**config.mk**
```make
export PLATFORM = sky130hd
export DESIGN_NAME = psub_sat_unit
export DESIGN_NICKNAME = d
export VERILOG_FILES = /design/src/rtl/psub_pkg.sv /design/src/rtl/psub_sat_lane.sv /design/src/rtl/psub_lane_array.sv /design/src/rtl/psub_width_merge.sv /design/src/rtl/psub_sat_unit.sv
export SDC_FILE = /design/constraint.sdc
export NUM_CORES = 1
export LEC_CHECK = 0
export ABC_AREA = 0
export BUFFER_PORTS_ARGS = -buffer_cell sky130_fd_sc_hd__buf_2
export CAP_MARGIN = 30
export CORE_AREA = 2 2 402 404
export CTS_BUF_LIST = sky130_fd_sc_hd__clkbuf_8
export DETAILED_ROUTE_END_ITERATION = 7
export DIE_AREA = 0 0 404 406
export HOLD_SLACK_MARGIN = 0.12
export PLACE_DENSITY = 0.4
export SLEW_MARGIN = 20
export SYNTH_ARGS = -nofsm -noshare
export SYNTH_HDL_FRONTEND = slang
export SYNTH_SLANG_ARGS = --single-unit
```
**constraint.sdc**
```tcl
create_clock -name clk -period 6.4 [get_ports clk]
set_input_delay 0.64 -clock clk [delete_from_list [all_inputs] [get_ports clk]]
set_output_delay 0.64 -clock clk [all_outputs]
set_load 0.05 [all_outputs]
```
**src/rtl/psub_pkg.sv**
```systemverilog
// Package: shared encodings for the packed saturating subtractor.
// Assumes: a 2-bit lane-size code and a 2-bit width-mode code.
package psub_pkg;
    localparam logic [1:0] LS_BYTE = 2'b00;
    localparam logic [1:0] LS_WORD = 2'b01;

    typedef enum logic [1:0] {
        WM_64       = 2'b00,
        WM_128_KEEP = 2'b01,
        WM_128_ZERO = 2'b10,
        WM_256      = 2'b11
    } width_mode_e;
endpackage

```
**src/rtl/psub_sat_lane.sv**
```systemverilog
// Module: one unsigned lane, a minus b, floored at zero.
// Assumes: W-bit unsigned operands. An extra borrow bit flags a negative difference.
module psub_sat_lane #(
    parameter int W = 8
) (
    input  logic [W-1:0] a,
    input  logic [W-1:0] b,
    output logic [W-1:0] y
);
    logic [W:0] diff;

    // Widened subtraction and clamp on borrow.
    always_comb begin
        diff = {1'b0, a} - {1'b0, b};
        y    = diff[W] ? '0 : diff[W-1:0];
    end
endmodule

```
**src/rtl/psub_lane_array.sv**
```systemverilog
// Module: replicates the saturating lane across a full vector.
// Assumes: DW is a multiple of LW. The lanes are fully independent.
module psub_lane_array #(
    parameter int DW = 256,
    parameter int LW = 8
) (
    input  logic [DW-1:0] a,
    input  logic [DW-1:0] b,
    output logic [DW-1:0] y
);
    localparam int NLANES = DW / LW;

    for (genvar i = 0; i < NLANES; i++) begin : g_lane
        psub_sat_lane #(.W(LW)) u_lane (
            .a (a[i*LW +: LW]),
            .b (b[i*LW +: LW]),
            .y (y[i*LW +: LW])
        );
    end
endmodule

```
**src/rtl/psub_width_merge.sv**
```systemverilog
// Module: picks, chunk by chunk, between fresh lane results, old destination bits and zero.
// Assumes: NARROW_W, MID_W and DW are multiples of CW.
module psub_width_merge
    import psub_pkg::*;
#(
    parameter int DW       = 256,
    parameter int CW       = 64,
    parameter int NARROW_W = 64,
    parameter int MID_W    = 128
) (
    input  width_mode_e   mode,
    input  logic [DW-1:0] fresh,
    input  logic [DW-1:0] old,
    output logic [DW-1:0] merged
);
    localparam int NCH   = DW / CW;
    localparam int CNT_W = $clog2(NCH + 1);

    logic [CNT_W-1:0] live_chunks;
    logic             fill_old;

    // Decode the mode into an active chunk count and the fill source.
    always_comb begin
        case (mode)
            WM_64: begin
                live_chunks = CNT_W'(NARROW_W / CW);
                fill_old    = 1'b1;
            end
            WM_128_KEEP: begin
                live_chunks = CNT_W'(MID_W / CW);
                fill_old    = 1'b1;
            end
            WM_128_ZERO: begin
                live_chunks = CNT_W'(MID_W / CW);
                fill_old    = 1'b0;
            end
            default: begin
                live_chunks = CNT_W'(NCH);
                fill_old    = 1'b0;
            end
        endcase
    end

    for (genvar c = 0; c < NCH; c++) begin : g_chunk
        // Choose the source of this chunk.
        always_comb begin
            if (CNT_W'(c) < live_chunks)
                merged[c*CW +: CW] = fresh[c*CW +: CW];
            else if (fill_old)
                merged[c*CW +: CW] = old[c*CW +: CW];
            else
                merged[c*CW +: CW] = '0;
        end
    end
endmodule

```
**src/rtl/psub_sat_unit.sv**
```systemverilog
// Module: top of the packed unsigned saturating subtractor. It holds the
// byte and word lane arrays, the width merge and the output register.
// Assumes: inputs are stable around the rising edge. Reset is synchronous, active low.
module psub_sat_unit
    import psub_pkg::*;
#(
    parameter int VEC_W    = 256,
    parameter int BYTE_W   = 8,
    parameter int WORD_W   = 16,
    parameter int CHUNK_W  = 64,
    parameter int NARROW_W = 64,
    parameter int MID_W    = 128
) (
    input  logic             clk,
    input  logic             rst_n,
    input  logic             in_valid,
    input  logic [VEC_W-1:0] op_a,
    input  logic [VEC_W-1:0] op_b,
    input  logic [VEC_W-1:0] dest_old,
    input  logic [1:0]       lane_sel,
    input  logic [1:0]       width_mode,
    output logic             out_valid,
    output logic [VEC_W-1:0] result,
    output logic             err_pulse
);
    localparam int NBYTES = VEC_W / BYTE_W;

    logic [VEC_W-1:0] byte_res;
    logic [VEC_W-1:0] word_res;
    logic [VEC_W-1:0] lane_res;
    logic [VEC_W-1:0] merged;
    logic             lane_legal;

    psub_lane_array #(.DW(VEC_W), .LW(BYTE_W)) u_bytes (
        .a (op_a), .b (op_b), .y (byte_res)
    );

    psub_lane_array #(.DW(VEC_W), .LW(WORD_W)) u_words (
        .a (op_a), .b (op_b), .y (word_res)
    );

    // Check the lane-size code and select the lane array.
    always_comb begin
        lane_legal = (lane_sel == LS_BYTE) || (lane_sel == LS_WORD);
        lane_res   = (lane_sel == LS_WORD) ? word_res : byte_res;
    end

    psub_width_merge #(
        .DW(VEC_W), .CW(CHUNK_W), .NARROW_W(NARROW_W), .MID_W(MID_W)
    ) u_merge (
        .mode   (width_mode_e'(width_mode)),
        .fresh  (lane_res),
        .old    (dest_old),
        .merged (merged)
    );

    // Output register: capture on a legal input, pulse the error flag on an illegal one.
    always_ff @(posedge clk) begin
        if (!rst_n) begin
            result    <= '0;
            out_valid <= 1'b0;
            err_pulse <= 1'b0;
        end else begin
            out_valid <= in_valid && lane_legal;
            err_pulse <= in_valid && !lane_legal;
            if (in_valid && lane_legal)
                result <= merged;
        end
    end

    assert_illegal_no_valid_R8: assert property (@(posedge clk) disable iff (!rst_n)
        (in_valid && lane_sel[1]) |=> (!out_valid && err_pulse && $stable(result)));

    assert_latency_R9: assert property (@(posedge clk) disable iff (!rst_n)
        (in_valid && !lane_sel[1]) |=> out_valid);

    assert_idle_hold_R9: assert property (@(posedge clk) disable iff (!rst_n)
        !in_valid |=> (!out_valid && !err_pulse && $stable(result)));

    assert_keep_upper_64_R4: assert property (@(posedge clk) disable iff (!rst_n)
        (in_valid && !lane_sel[1] && width_mode == WM_64) |=>
        (result[VEC_W-1:NARROW_W] == $past(dest_old[VEC_W-1:NARROW_W])));

    assert_keep_upper_128_R5: assert property (@(posedge clk) disable iff (!rst_n)
        (in_valid && !lane_sel[1] && width_mode == WM_128_KEEP) |=>
        (result[VEC_W-1:MID_W] == $past(dest_old[VEC_W-1:MID_W])));

    assert_zero_upper_128_R6: assert property (@(posedge clk) disable iff (!rst_n)
        (in_valid && !lane_sel[1] && width_mode == WM_128_ZERO) |=>
        (result[VEC_W-1:MID_W] == '0));

    for (genvar i = 0; i < NBYTES; i++) begin : g_chk
        assert_no_overflow_R11: assert property (@(posedge clk) disable iff (!rst_n)
            byte_res[i*BYTE_W +: BYTE_W] <= op_a[i*BYTE_W +: BYTE_W]);
    end
endmodule

```
==> results of run 1 <==
==> cell type report <==
cell class | count | area, um2 | share of cell area
Clock buffer | 86 | 1180 | 0.0322
Multi-Input combinational cell | 2914 | 20000 | 0.543
Timing Repair Buffer | 1103 | 6170 | 0.168
Tap cell | 2086 | 2610 | 0.0709
Sequential cell | 258 | 5160 | 0.140
Inverter | 370 | 1390 | 0.0378
Antenna cell | 32 | 80.1 | 0.00218
Clock inverter | 33 | 214 | 0.00581
==> state kept, by name (all words and copies together) (netlist names) <==
signal,count
result,256
out_valid,1
err_pulse,1
==> synth_stat cells, types with 15 or more instances <==
cell type / number
sky130_fd_sc_hd__a221oi_1: 75
sky130_fd_sc_hd__o21bai_1: 28
sky130_fd_sc_hd__nand2b_1: 72
sky130_fd_sc_hd__buf_2: 26
sky130_fd_sc_hd__nand2_1: 228
sky130_fd_sc_hd__clkbuf_1: 165
sky130_fd_sc_hd__xor2_1: 77
sky130_fd_sc_hd__a21o_1: 113
sky130_fd_sc_hd__a211oi_1: 44
sky130_fd_sc_hd__a21oi_1: 389
sky130_fd_sc_hd__o221ai_1: 34
sky130_fd_sc_hd__fa_1: 32
sky130_fd_sc_hd__ha_1: 288
sky130_fd_sc_hd__nor2_1: 316
sky130_fd_sc_hd__o22ai_1: 32
sky130_fd_sc_hd__o21ai_0: 367
sky130_fd_sc_hd__dfxtp_1: 258
sky130_fd_sc_hd__nor2b_1: 68
sky130_fd_sc_hd__a32oi_1: 15
sky130_fd_sc_hd__a31oi_1: 61
sky130_fd_sc_hd__o21a_1: 52
sky130_fd_sc_hd__a22o_1: 23
sky130_fd_sc_hd__o211ai_1: 38
sky130_fd_sc_hd__nand4_1: 35
sky130_fd_sc_hd__or3_1: 18
sky130_fd_sc_hd__nor3_1: 51
sky130_fd_sc_hd__nand3_1: 50
sky130_fd_sc_hd__inv_1: 369
sky130_fd_sc_hd__and3_1: 17
sky130_fd_sc_hd__o31ai_1: 26
sky130_fd_sc_hd__xnor2_1: 161
==> path summary, 6_finish.rpt <==
kind	start	end	slack, ns	cells after the start
setup / recovery	op_b[208]	result[210]	3.07	11
hold / removal	dest_old[196]	result[196]	0.26	3
setup reg to reg	result[254]	result[254]	5.05	5
hold reg to reg	result[72]	result[72]	0.44	1
==> logic make-up after synthesis <==
family                   count (synthesis)
AO/OA/AOI/OAI                         1442
XOR/XNOR                               238
flip-flops                             258
multiplexers                             2
AND/OR/NAND/NOR                        912
buffers and inverters                  568
adder cells (fa/ha/maj)                320
==> through the flow <==
| stage | hold slack (ns) | total power [mW] | instance area, um2 | util |
|---|---|---|---|---|
| after floorplan | 0.665 | 3.76 | 27300 | - |
| after CTS | 0.120 | 7.31 | 36700 | 0.230 |
| final | 0.260 | 7.19 | 36800 | 0.231 |
| after detailed placement | 0.434 | 4.79 | 34300 | 0.215 |
| after global routing | 0.197 | 7.64 | 36800 | 0.230 |
| after global placement | 0.432 | 4.79 | 34300 | 0.215 |
==> repair_timing <==
item,CTS,global route
hold buffers,101,0
endpoints found under the setup margin,0,0
endpoints found under the hold margin,101,0
==> worst register-to-register path, stage by stage (launching register included) <==
cell	delay, ns
sky130_fd_sc_hd__dfxtp_1	0.50
sky130_fd_sc_hd__o21ai_0	0.18
sky130_fd_sc_hd__buf_2	0.21
sky130_fd_sc_hd__a211oi_1	0.18
sky130_fd_sc_hd__nand3_1	0.10
sky130_fd_sc_hd__o221ai_1	0.10
==> power groups by stage <==
| stage | Sequential, mW | Combinational [mW] | Clock, mW |
|---|---|---|---|
| 2_1_floorplan | 2.14 | 1.62 | 0 |
| 3_3_place_gp | 1.80 | 2.99 | 0 |
| 3_5_place_dp | 1.80 | 2.99 | 0 |
| 4_1_cts | 1.77 | 3.06 | 2.49 |
| 5_1_grt | 1.78 | 3.33 | 2.54 |
| 6_report | 1.77 | 3.06 | 2.36 |
==> per-layer routing <==
layer / GRT usage / wire [um] / vias to the layer above
met2: 0.313 / 74900 / 1133
met1: 0.226 / 66800 / 15400
li1: - / - / 15400
met5: 0 / 261 / -
met4: 0.0596 / 4780 / 40
met3: 0.0562 / 13400 / 268
==> qor.log, run 1 <==
[logic_synthesis] Post-synth EDFFs 0
[placement] DPL Wire Length 131,000 um
[logic_synthesis] main combinational cell family by area after synthesis compound AO/OA/AOI/OAI gates
[logic_synthesis] Yosys top cell area share 0.189
[logic_synthesis] dominant register cell in the synthesized netlist sky130_fd_sc_hd__dfxtp_1
[setup_path] most used cell along the critical path sky130_fd_sc_hd__a21oi_1
[pwr] VDD IR-drop max 0.130 mV
[cts] Post-CTS Setup Inserts 0
[route] Detail Route Antenna Nets 0
[pwr] net switching share of the total power 0.431
[placement] RePlAce Congestion 0.898
[logic_synthesis] share of synthesized cell area in full adder, half adder and majority cells 0.156
[cts] CTS-repair resized insts 0
[floorplan] die outline height 406 um
[route] sum of routed wire length over all layers 160,000 um
[pwr] NetSw 3.10 mW
[floorplan] width of the die 404 um
[pwr] clock group share of total power 0.329
[logic_synthesis] xor/xnor share of the synthesized area 0.0764
[timing] unrepaired setup endpoints after global routing false
[timing] post-route setup slack 3.07 ns
[cts] clock tree from TritonCTS yes
[grt] antenna violations before repair 72
[floorplan] starting density of the core 0.171
[pwr] total power divided by cell area 195 nW/um2
[placement] instance count after placement with tap cells included 6,630
[logic_synthesis] simple-gate share of the synthesized area 0.157
[route] vias after detailed routing 32,300
[grt] Congestion Overflow GR 0
[logic_synthesis] count of different cell masters after synthesis 83
[timing] shortest period the worst path allows 3.33 ns
[cells_and_area] fraction of final layout cells sized beyond drive strength 1 0.245
[route] average wire per standard cell 23.3 um
[setup_path] crit path DAT 3.96 ns
[cells_and_area] leading cell type in the layout, fill and taps excluded sky130_fd_sc_hd__buf_2
[cts] CTS buffer count 66
[cells_and_area] number of filler instances in the final layout 18,100
[setup_path] CP Class in -> reg
[setup_path] ordered cell list for the critical path buf_2 -> ha_1 -> fa_1 -> nand2b_1 -> a21oi_1 -> o2111ai_1 -> a31oi_1 -> a21oi_1 -> nor2_1 -> o21ai_0 -> o22ai_1
[setup_path] largest fanout of any net on the critical path 11
[timing] Setup TNS 0 ns
[timing] Final Hold Violating Endpoints 0
[run_status] run status finished, final reports clean
[timing] transition time of the tightest slew-check pin 0.966 ns
[floorplan] placement row count 147
[cts] clock latency at the later pin of the worst-skew pair 0.68 ns
[logic_synthesis] biggest area consumer among synthesized cells sky130_fd_sc_hd__dfxtp_1
[timing] Max Fclk 0.300 GHz
[logic_synthesis] Synth Cell Area 27,300 um2
[pwr] sequential share of power 0.246
[setup_path] Req. time, crit path 7.03 ns
[placement] PortBufs 968
[cts] number of buffers between clock root and the deepest sink 3
[route] number of DRC violations after detailed-routing iteration 0 1,968
[setup_path] total buffers and inverters traversed by the critical path 1
[logic_synthesis] syn_nets 4,835
[pwr] relative contribution of combinational cells to total power 0.425
[job] count of max-cap constraint violations 0
[cts] buffer cell driving the clock tree root sky130_fd_sc_hd__clkbuf_8
[timing] fin crit share 0.520
[logic_synthesis] top post-synthesis cells by area sky130_fd_sc_hd__dfxtp_1, sky130_fd_sc_hd__ha_1, sky130_fd_sc_hd__a21oi_1
[pwr] Leak 17.6 nW
[floorplan] I/O pin count 1,033
[logic_synthesis] Avg Inst Size Synth 7.29 um2
[logic_synthesis] fraction of synthesis flops using an asynchronous set or reset pin 0
[grt] global-route wire length before repair 224,000 um
[grt] Overall Global Routing Usage 0.186
[route] count of unresolved DRC violations after routing 0
[timing] final max-slew violation count 0
[setup_path] kind of capture point of the worst setup path flop
[setup_path] category of the worst setup path launch point primary input
[timing] Setup Viol. Count Final 0
[logic_synthesis] sequential share of the synthesized area 0.189
[floorplan] floorplan die area 164,000 um2
[route] vias per cell 4.69
[floorplan] Core Area 160,000 um2
[placement] pre-CTS setup slack 2.46 ns
[setup_path] family with the most delay on the worst path compound AO/OA/AOI/OAI gates
[cells_and_area] area growth from synthesis to final layout 34.9%
[grt] largest net degree at the start of global routing 109
[logic_synthesis] number of register bits inferred by synthesis 258
[logic_synthesis] multiplexer fraction of the synthesized cell area 0.000734
[logic_synthesis] compound-cell area share of the yosys netlist 0.342
[setup_path] Slowest-stage cell, CP sky130_fd_sc_hd__nor2_1
[pwr] internal power contribution 4.09 mW
[cells_and_area] final cell count without fillers 6,882
[logic_synthesis] number of warnings issued by yosys 0
[cts] Clock Sinks 258
[setup_path] Worst path max stage delay 0.70 ns
[route] number of iterations in the first detailed-routing pass 5
[cts] Reg clk slew, reported paths 0.05 ns
[logic_synthesis] post-synthesis instance total 3,740
[worst_hold_path] type of the most critical hold path in -> reg
[cells_and_area] most used cells in the layout excluding fill and tap cells sky130_fd_sc_hd__buf_2, sky130_fd_sc_hd__a21oi_1, sky130_fd_sc_hd__inv_1, sky130_fd_sc_hd__o21ai_0, sky130_fd_sc_hd__nor2_1
[timing] Slew headroom 0.356
[cts] Max H-tree Level 3
[grt] number of global-route vias before repair 31,700
[timing] clock skew 0 ns
[cells_and_area] Final #Nets 5,808
No activity file was read; power rests on OpenSTA's default activity.
==> inputs of run 2 (changes only) <==
clock period = 3.25 ns   (was 6.4 ns; I/O delays follow)
==> run 2 against run 1 <==
Non-clock buffer count grew 317; sequential share of layout area shrank 1.1 points; sequential power grew 97%; clock skew is the same; via count grew 4.0%; die area is the same; highest routed layer unchanged; critical path type unchanged; critical endpoint is now result[249]; core utilization grew 2.0 points; setup slack lost 3.0 ns; sequential cell count is the same; cell area grew 8.6%.
==> qor.log, run 2 (synthesis gave the netlist of run 1 again) <==
[cts] Reg clk slew, reported paths 0.06 ns
[grt] largest net degree at the start of global routing 74
[setup_path] Slowest-stage cell, CP sky130_fd_sc_hd__dlygate4sd3_1
[grt] Congestion Overflow GR 0
[route] sum of routed wire length over all layers 162,000 um
[setup_path] Crit. path cell count 12
[cells_and_area] number of filler instances in the final layout 18,000
[grt] M2 GR Usage 0.326
[grt] routing usage on met1 0.230
[cells_and_area] fraction of final layout cells sized beyond drive strength 1 0.244
[timing] fin crit share 0.982
[timing] final max-slew violation count 0
[timing] Setup Viol. Count Final 0
[pwr] sequential share of power 0.236
[floorplan] placement row count 147
[timing] Setup TNS 0 ns
[pwr] VDD IR-drop max 0.314 mV
[setup_path] CP Class in -> reg
[cts] CTS buffer count 66
[pwr] clock group share of total power 0.326
[cts] Clock Sinks 258
[timing] Max Fclk 0.313 GHz
[timing] transition time of the tightest slew-check pin 0.876 ns
[cells_and_area] max FFs per register 256
[pwr] relative contribution of combinational cells to total power 0.438
[cells_and_area] leading registers by flop count result (256), err_pulse (1), out_valid (1)
[route] vias per cell 4.67
[placement] RePlAce Congestion 0.906
[setup_path] Req. time, crit path 3.87 ns
[placement] pre-CTS setup slack 0.104 ns
[placement] DPL Wire Length 132,000 um
[worst_hold_path] type of the most critical hold path in -> reg
[cts] number of buffers between clock root and the deepest sink 3
[timing] post-route setup slack 0.0569 ns
[setup_path] largest fanout of any net on the critical path 6
[setup_path] R2R depth 4
[setup_path] Worst path max stage delay 0.59 ns
[timing] clock skew 0 ns
[timing] unrepaired setup endpoints after global routing false
[floorplan] width of the die 404 um
[job] count of max-cap constraint violations 0
[cells_and_area] Final #Nets 6,125
[timing] worst hold slack 0.249 ns
[cells_and_area] most used cells in the layout excluding fill and tap cells sky130_fd_sc_hd__buf_2, sky130_fd_sc_hd__a21oi_1, sky130_fd_sc_hd__inv_1, sky130_fd_sc_hd__o21ai_0, sky130_fd_sc_hd__dlygate4sd3_1
[setup_path] kind of capture point of the worst setup path flop
[placement] instance count after placement with tap cells included 6,698
[cts] buffer cell driving the clock tree root sky130_fd_sc_hd__clkbuf_8
[grt] number of global-route vias before repair 33,300
[grt] global routing usage on met3 0.0498
[run_status] run status finished, final reports clean
[pwr] Leak 19.2 nW
[route] number of DRC violations after detailed-routing iteration 0 1,831
[pwr] net switching share of the total power 0.418
[cells_and_area] most flop-heavy register result
[route] number of iterations in the first detailed-routing pass 5
[timing] shortest period the worst path allows 3.19 ns
[grt] layer with the highest usage after global routing met2
[cells_and_area] final cell count without fillers 7,192
[pwr] total power divided by cell area 370 nW/um2
[route] vias after detailed routing 33,600
[worst_hold_path] hold depth 4
[setup_path] category of the worst setup path launch point primary input
[setup_path] crit path DAT 3.81 ns
[floorplan] Core Area 160,000 um2
[pwr] internal power contribution 8.59 mW
[grt] Overall Global Routing Usage 0.189
[grt] antenna violations before repair 63
[cells_and_area] share of the core filled with cells in the final layout 0.250
[placement] PortBufs 968
[timing] Slew headroom 0.412
[setup_path] most used cell along the critical path sky130_fd_sc_hd__dlygate4sd3_1
[route] Detail Route Antenna Nets 0
[pwr] NetSw 6.18 mW
[setup_path] ordered cell list for the critical path dlygate4sd3_1 -> buf_2 -> fa_1 -> nand2_1 -> nand2_1 -> a21oi_1 -> o21a_1 -> nor2_1 -> a211oi_1 -> dlygate4sd3_1 -> a21oi_1 -> dlygate4sd3_1
[grt] global-route wire length before repair 229,000 um
[cts] Post-CTS Setup Inserts 0
[floorplan] die outline height 406 um
[cells_and_area] leading cell type in the layout, fill and taps excluded sky130_fd_sc_hd__buf_2
[cts] clock tree from TritonCTS yes
[route] average wire per standard cell 22.5 um
[timing] Final Hold Violating Endpoints 0
[cts] Max H-tree Level 3
[floorplan] starting density of the core 0.171
[setup_path] total buffers and inverters traversed by the critical path 4
[floorplan] I/O pin count 1,033
[floorplan] floorplan die area 164,000 um2
[setup_path] family with the most delay on the worst path buffers and inverters
[cells_and_area] area growth from synthesis to final layout 46.5%
[route] count of unresolved DRC violations after routing 0
[cts] clock latency at the later pin of the worst-skew pair 0.73 ns
run 2: cell count changes in the layout (fill, tap and decap cells not counted), moves of 3 or more:
cell | before | now
sky130_fd_sc_hd__dlygate4sd3_1 | 101 | 350
sky130_fd_sc_hd__bufinv_16 | 2 | 5
sky130_fd_sc_hd__buf_12 | 4 | 11
sky130_fd_sc_hd__diode_2 | 32 | 25
sky130_fd_sc_hd__buf_4 | 28 | 91
run 2: cell type report:
type | instances | area (um2) | share of cell area
Timing Repair Buffer | 1420 | 9260 | 0.232
Multi-Input combinational cell | 2914 | 20000 | 0.501
Clock inverter | 35 | 299 | 0.00748
Clock buffer | 84 | 1160 | 0.0289
Tap cell | 2086 | 2610 | 0.0653
Inverter | 370 | 1390 | 0.0348
Sequential cell | 258 | 5160 | 0.129
Antenna cell | 25 | 62.6 | 0.00157
run 2: final timing paths:
path	startpoint	to	slack, ns
max	op_a[249]	result[249]	0.06
min	op_a[74]	result[74]	0.25
max reg2reg	result[204]	result[204]	1.49
min reg2reg	result[109]	result[109]	0.45
run 2: worst reg2reg max path: stages, from the launching register on:
cell and delay, ns:
sky130_fd_sc_hd__dfxtp_1 0.32, sky130_fd_sc_hd__o221ai_1 0.18, sky130_fd_sc_hd__dlygate4sd3_1 0.57, sky130_fd_sc_hd__a21oi_1 0.04
sky130_fd_sc_hd__dlygate4sd3_1 0.55
run 2: what timing repair did:
item,4_1_cts,5_1_grt
hold buffers,350,0
endpoints found under the setup margin,0,7
resized for setup,0,6
endpoints found under the hold margin,231,0
run 2: stage by stage:
stage / total power [mW] / instance area (um2)
2_1_floorplan: 7.41 / 27300
3_3_place_gp: 9.58 / 34900
3_5_place_dp: 9.56 / 34900
4_1_cts: 15.0 / 39900
5_1_grt: 15.7 / 40000
6_report: 14.8 / 40000
run 2: power by group through the flow:
stage,Clock (mW),Sequential [mW],Combinational (mW)
after global routing,5.16,3.51,7.02
after CTS,5.06,3.48,6.46
final,4.82,3.49,6.47
after detailed placement,0,3.55,6.01
after floorplan,0,4.22,3.20
after global placement,0,3.55,6.03
run 2: metal layers:
layer / share of wire / vias to the layer above
met5: 0.0014 / -
li1: - / 16100
met4: 0.029 / 36
met2: 0.48 / 1187
met3: 0.074 / 243
met1: 0.42 / 16000
==> inputs of run 3 (changes only) <==
CELL_PAD_IN_SITES_DETAIL_PLACEMENT = 1   (was unset)
CELL_PAD_IN_SITES_GLOBAL_PLACEMENT = 2   (was unset)
CORE_AREA = 2 2 399 401   (was 2 2 402 404)
DIE_AREA = 0 0 401 403   (was 0 0 404 406)
PLACE_DENSITY = 0.62   (was 0.4)
==> run 3 against run 2 <==
Cell area down 0.71%; first-iteration DRC count down 18%; clock-buffer cell count down 4; critical path type unchanged; critical endpoint is now result[217].
==> qor.log, run 3 (synthesis gave the netlist of run 1 again) <==
[timing] transition time of the tightest slew-check pin 0.883 ns
[timing] unrepaired setup endpoints after global routing false
[grt] number of global-route vias before repair 35,500
[timing] Setup Viol. Count Final 0
[cells_and_area] leading registers by flop count result (256), err_pulse (1), out_valid (1)
[pwr] total power divided by cell area 361 nW/um2
[cts] clock latency at the later pin of the worst-skew pair 0.73 ns
[cts] number of buffers between clock root and the deepest sink 3
[cells_and_area] Final #Nets 6,123
[floorplan] placement row count 146
[floorplan] Core Area 157,000 um2
[floorplan] width of the die 401 um
[cts] Reg clk slew, reported paths 0.06 ns
[grt] antenna violations before repair 63
[pwr] Leak 19.1 nW
[placement] instance count after placement with tap cells included 6,687
[timing] Final Hold Violating Endpoints 0
[setup_path] family with the most delay on the worst path buffers and inverters
[cts] buffer cell driving the clock tree root sky130_fd_sc_hd__clkbuf_8
[placement] pre-CTS setup slack 0.162 ns
[route] Detail Route Antenna Nets 0
[cells_and_area] most flop-heavy register result
[route] number of DRC violations after detailed-routing iteration 0 1,509
[floorplan] die outline height 403 um
[timing] Slew headroom 0.403
[job] count of max-cap constraint violations 0
[cells_and_area] final cell count without fillers 7,175
[cts] CTS buffer count 67
[timing] Setup TNS 0 ns
[floorplan] floorplan die area 162,000 um2
[cts] Max H-tree Level 3
[setup_path] Req. time, crit path 3.92 ns
[worst_hold_path] type of the most critical hold path in -> reg
[floorplan] starting density of the core 0.173
[route] average wire per standard cell 23.8 um
[cells_and_area] area growth from synthesis to final layout 45.5%
[cells_and_area] most used cells in the layout excluding fill and tap cells sky130_fd_sc_hd__buf_2, sky130_fd_sc_hd__inv_1, sky130_fd_sc_hd__a21oi_1, sky130_fd_sc_hd__o21ai_0, sky130_fd_sc_hd__dlygate4sd3_1
[timing] final max-slew violation count 0
[cts] Clock Sinks 258
[pwr] VDD IR-drop max 0.245 mV
[timing] post-route setup slack 0.209 ns
[grt] global-route wire length before repair 247,000 um
[setup_path] CP Class in -> reg
[cells_and_area] number of filler instances in the final layout 19,400
[route] sum of routed wire length over all layers 171,000 um
[setup_path] crit path DAT 3.71 ns
[floorplan] I/O pin count 1,033
[placement] RePlAce Congestion 0.914
[placement] PortBufs 968
[placement] DPL Wire Length 140,000 um
[grt] Overall Global Routing Usage 0.205
[setup_path] Slowest-stage cell, CP sky130_fd_sc_hd__dlygate4sd3_1
[run_status] run status finished, final reports clean
[route] count of unresolved DRC violations after routing 0
[setup_path] category of the worst setup path launch point primary input
[cts] clock tree from TritonCTS yes
[timing] Max Fclk 0.329 GHz
[setup_path] ordered cell list for the critical path dlygate4sd3_1 -> buf_2 -> ha_1 -> fa_1 -> nand2b_1 -> a21oi_2 -> o2111ai_2 -> a31oi_2 -> a21oi_1 -> nor2_2 -> buf_4 -> nand2_1 -> a21oi_1 -> dlygate4sd3_1
[timing] fin crit share 0.936
[setup_path] largest fanout of any net on the critical path 6
[setup_path] kind of capture point of the worst setup path flop
[timing] shortest period the worst path allows 3.04 ns
[cells_and_area] leading cell type in the layout, fill and taps excluded sky130_fd_sc_hd__buf_2
[grt] largest net degree at the start of global routing 78
[route] vias after detailed routing 33,700
[cells_and_area] fraction of final layout cells sized beyond drive strength 1 0.242
[grt] Congestion Overflow GR 0
[route] number of iterations in the first detailed-routing pass 6
[timing] clock skew 0 ns
[setup_path] total buffers and inverters traversed by the critical path 4
[setup_path] Worst path max stage delay 0.56 ns
[route] vias per cell 4.70
[cells_and_area] max FFs per register 256
-- run 3: worst paths after layout --
path | startpoint | endpoint | slack (ns) | cells after the start
max | op_b[208] | result[217] | 0.21 | 14
min | op_b[9] | result[9] | 0.23 | 5
max reg2reg | result[73] | result[73] | 1.43 | 4
min reg2reg | result[28] | result[28] | 0.45 | 2
-- run 3: area by class of cell --
class	instances	area, um2	area share
Multi-Input combinational cell	2914	20000	0.504
Inverter	370	1390	0.0351
Antenna cell	30	75.1	0.00189
Clock buffer	80	1100	0.0277
Clock inverter	34	160	0.00404
Sequential cell	258	5160	0.130
Tap cell	2072	2590	0.0653
Timing Repair Buffer	1417	9190	0.232
-- run 3: metal layers --
| layer | GRT usage | part of all wire |
|---|---|---|
| met2 | 0.348 | 0.47 |
| met3 | 0.0503 | 0.064 |
| met4 | 0.0560 | 0.023 |
| met1 | 0.256 | 0.44 |
| met5 | 0 | 0.0016 |
-- run 3: what timing repair did --
action | in CTS | in global routing
hold buffers | 342 | 0
resized for setup | 0 | 5
setup buffers | 0 | 2
endpoints found under the hold margin | 232 | 0
endpoints found under the setup margin | 0 | 5
-- run 3: where the power goes --
group	switching (mW)	internal, mW	leakage [nW]
logic	4.04	2.49	16.2
clock network	2.08	2.21	0.731
registers	0.131	3.37	2.12
total	6.25	8.08	19.1
-- run 3: per-stage QoR --
| step | cell area [um2] | total power [mW] | util | hold slack (ns) |
|---|---|---|---|---|
| detailed placement | 34900 | 9.66 | 0.222 | 0.437 |
| CTS | 39600 | 14.6 | 0.251 | 0.124 |
| global placement | 34900 | 9.62 | 0.222 | 0.433 |
| global route | 39700 | 15.2 | 0.252 | 0.209 |
| floorplan | 27300 | 7.41 | - | 0.471 |
| finish | 39700 | 14.3 | 0.252 | 0.228 |
-- run 3: worst register-to-register path: stages, from the launching register on --
cell and delay, ns:
sky130_fd_sc_hd__dfxtp_1 0.37, sky130_fd_sc_hd__o221ai_1 0.13, sky130_fd_sc_hd__dlygate4sd3_1 0.58, sky130_fd_sc_hd__a21oi_1 0.12, sky130_fd_sc_hd__dlygate4sd3_1 0.56
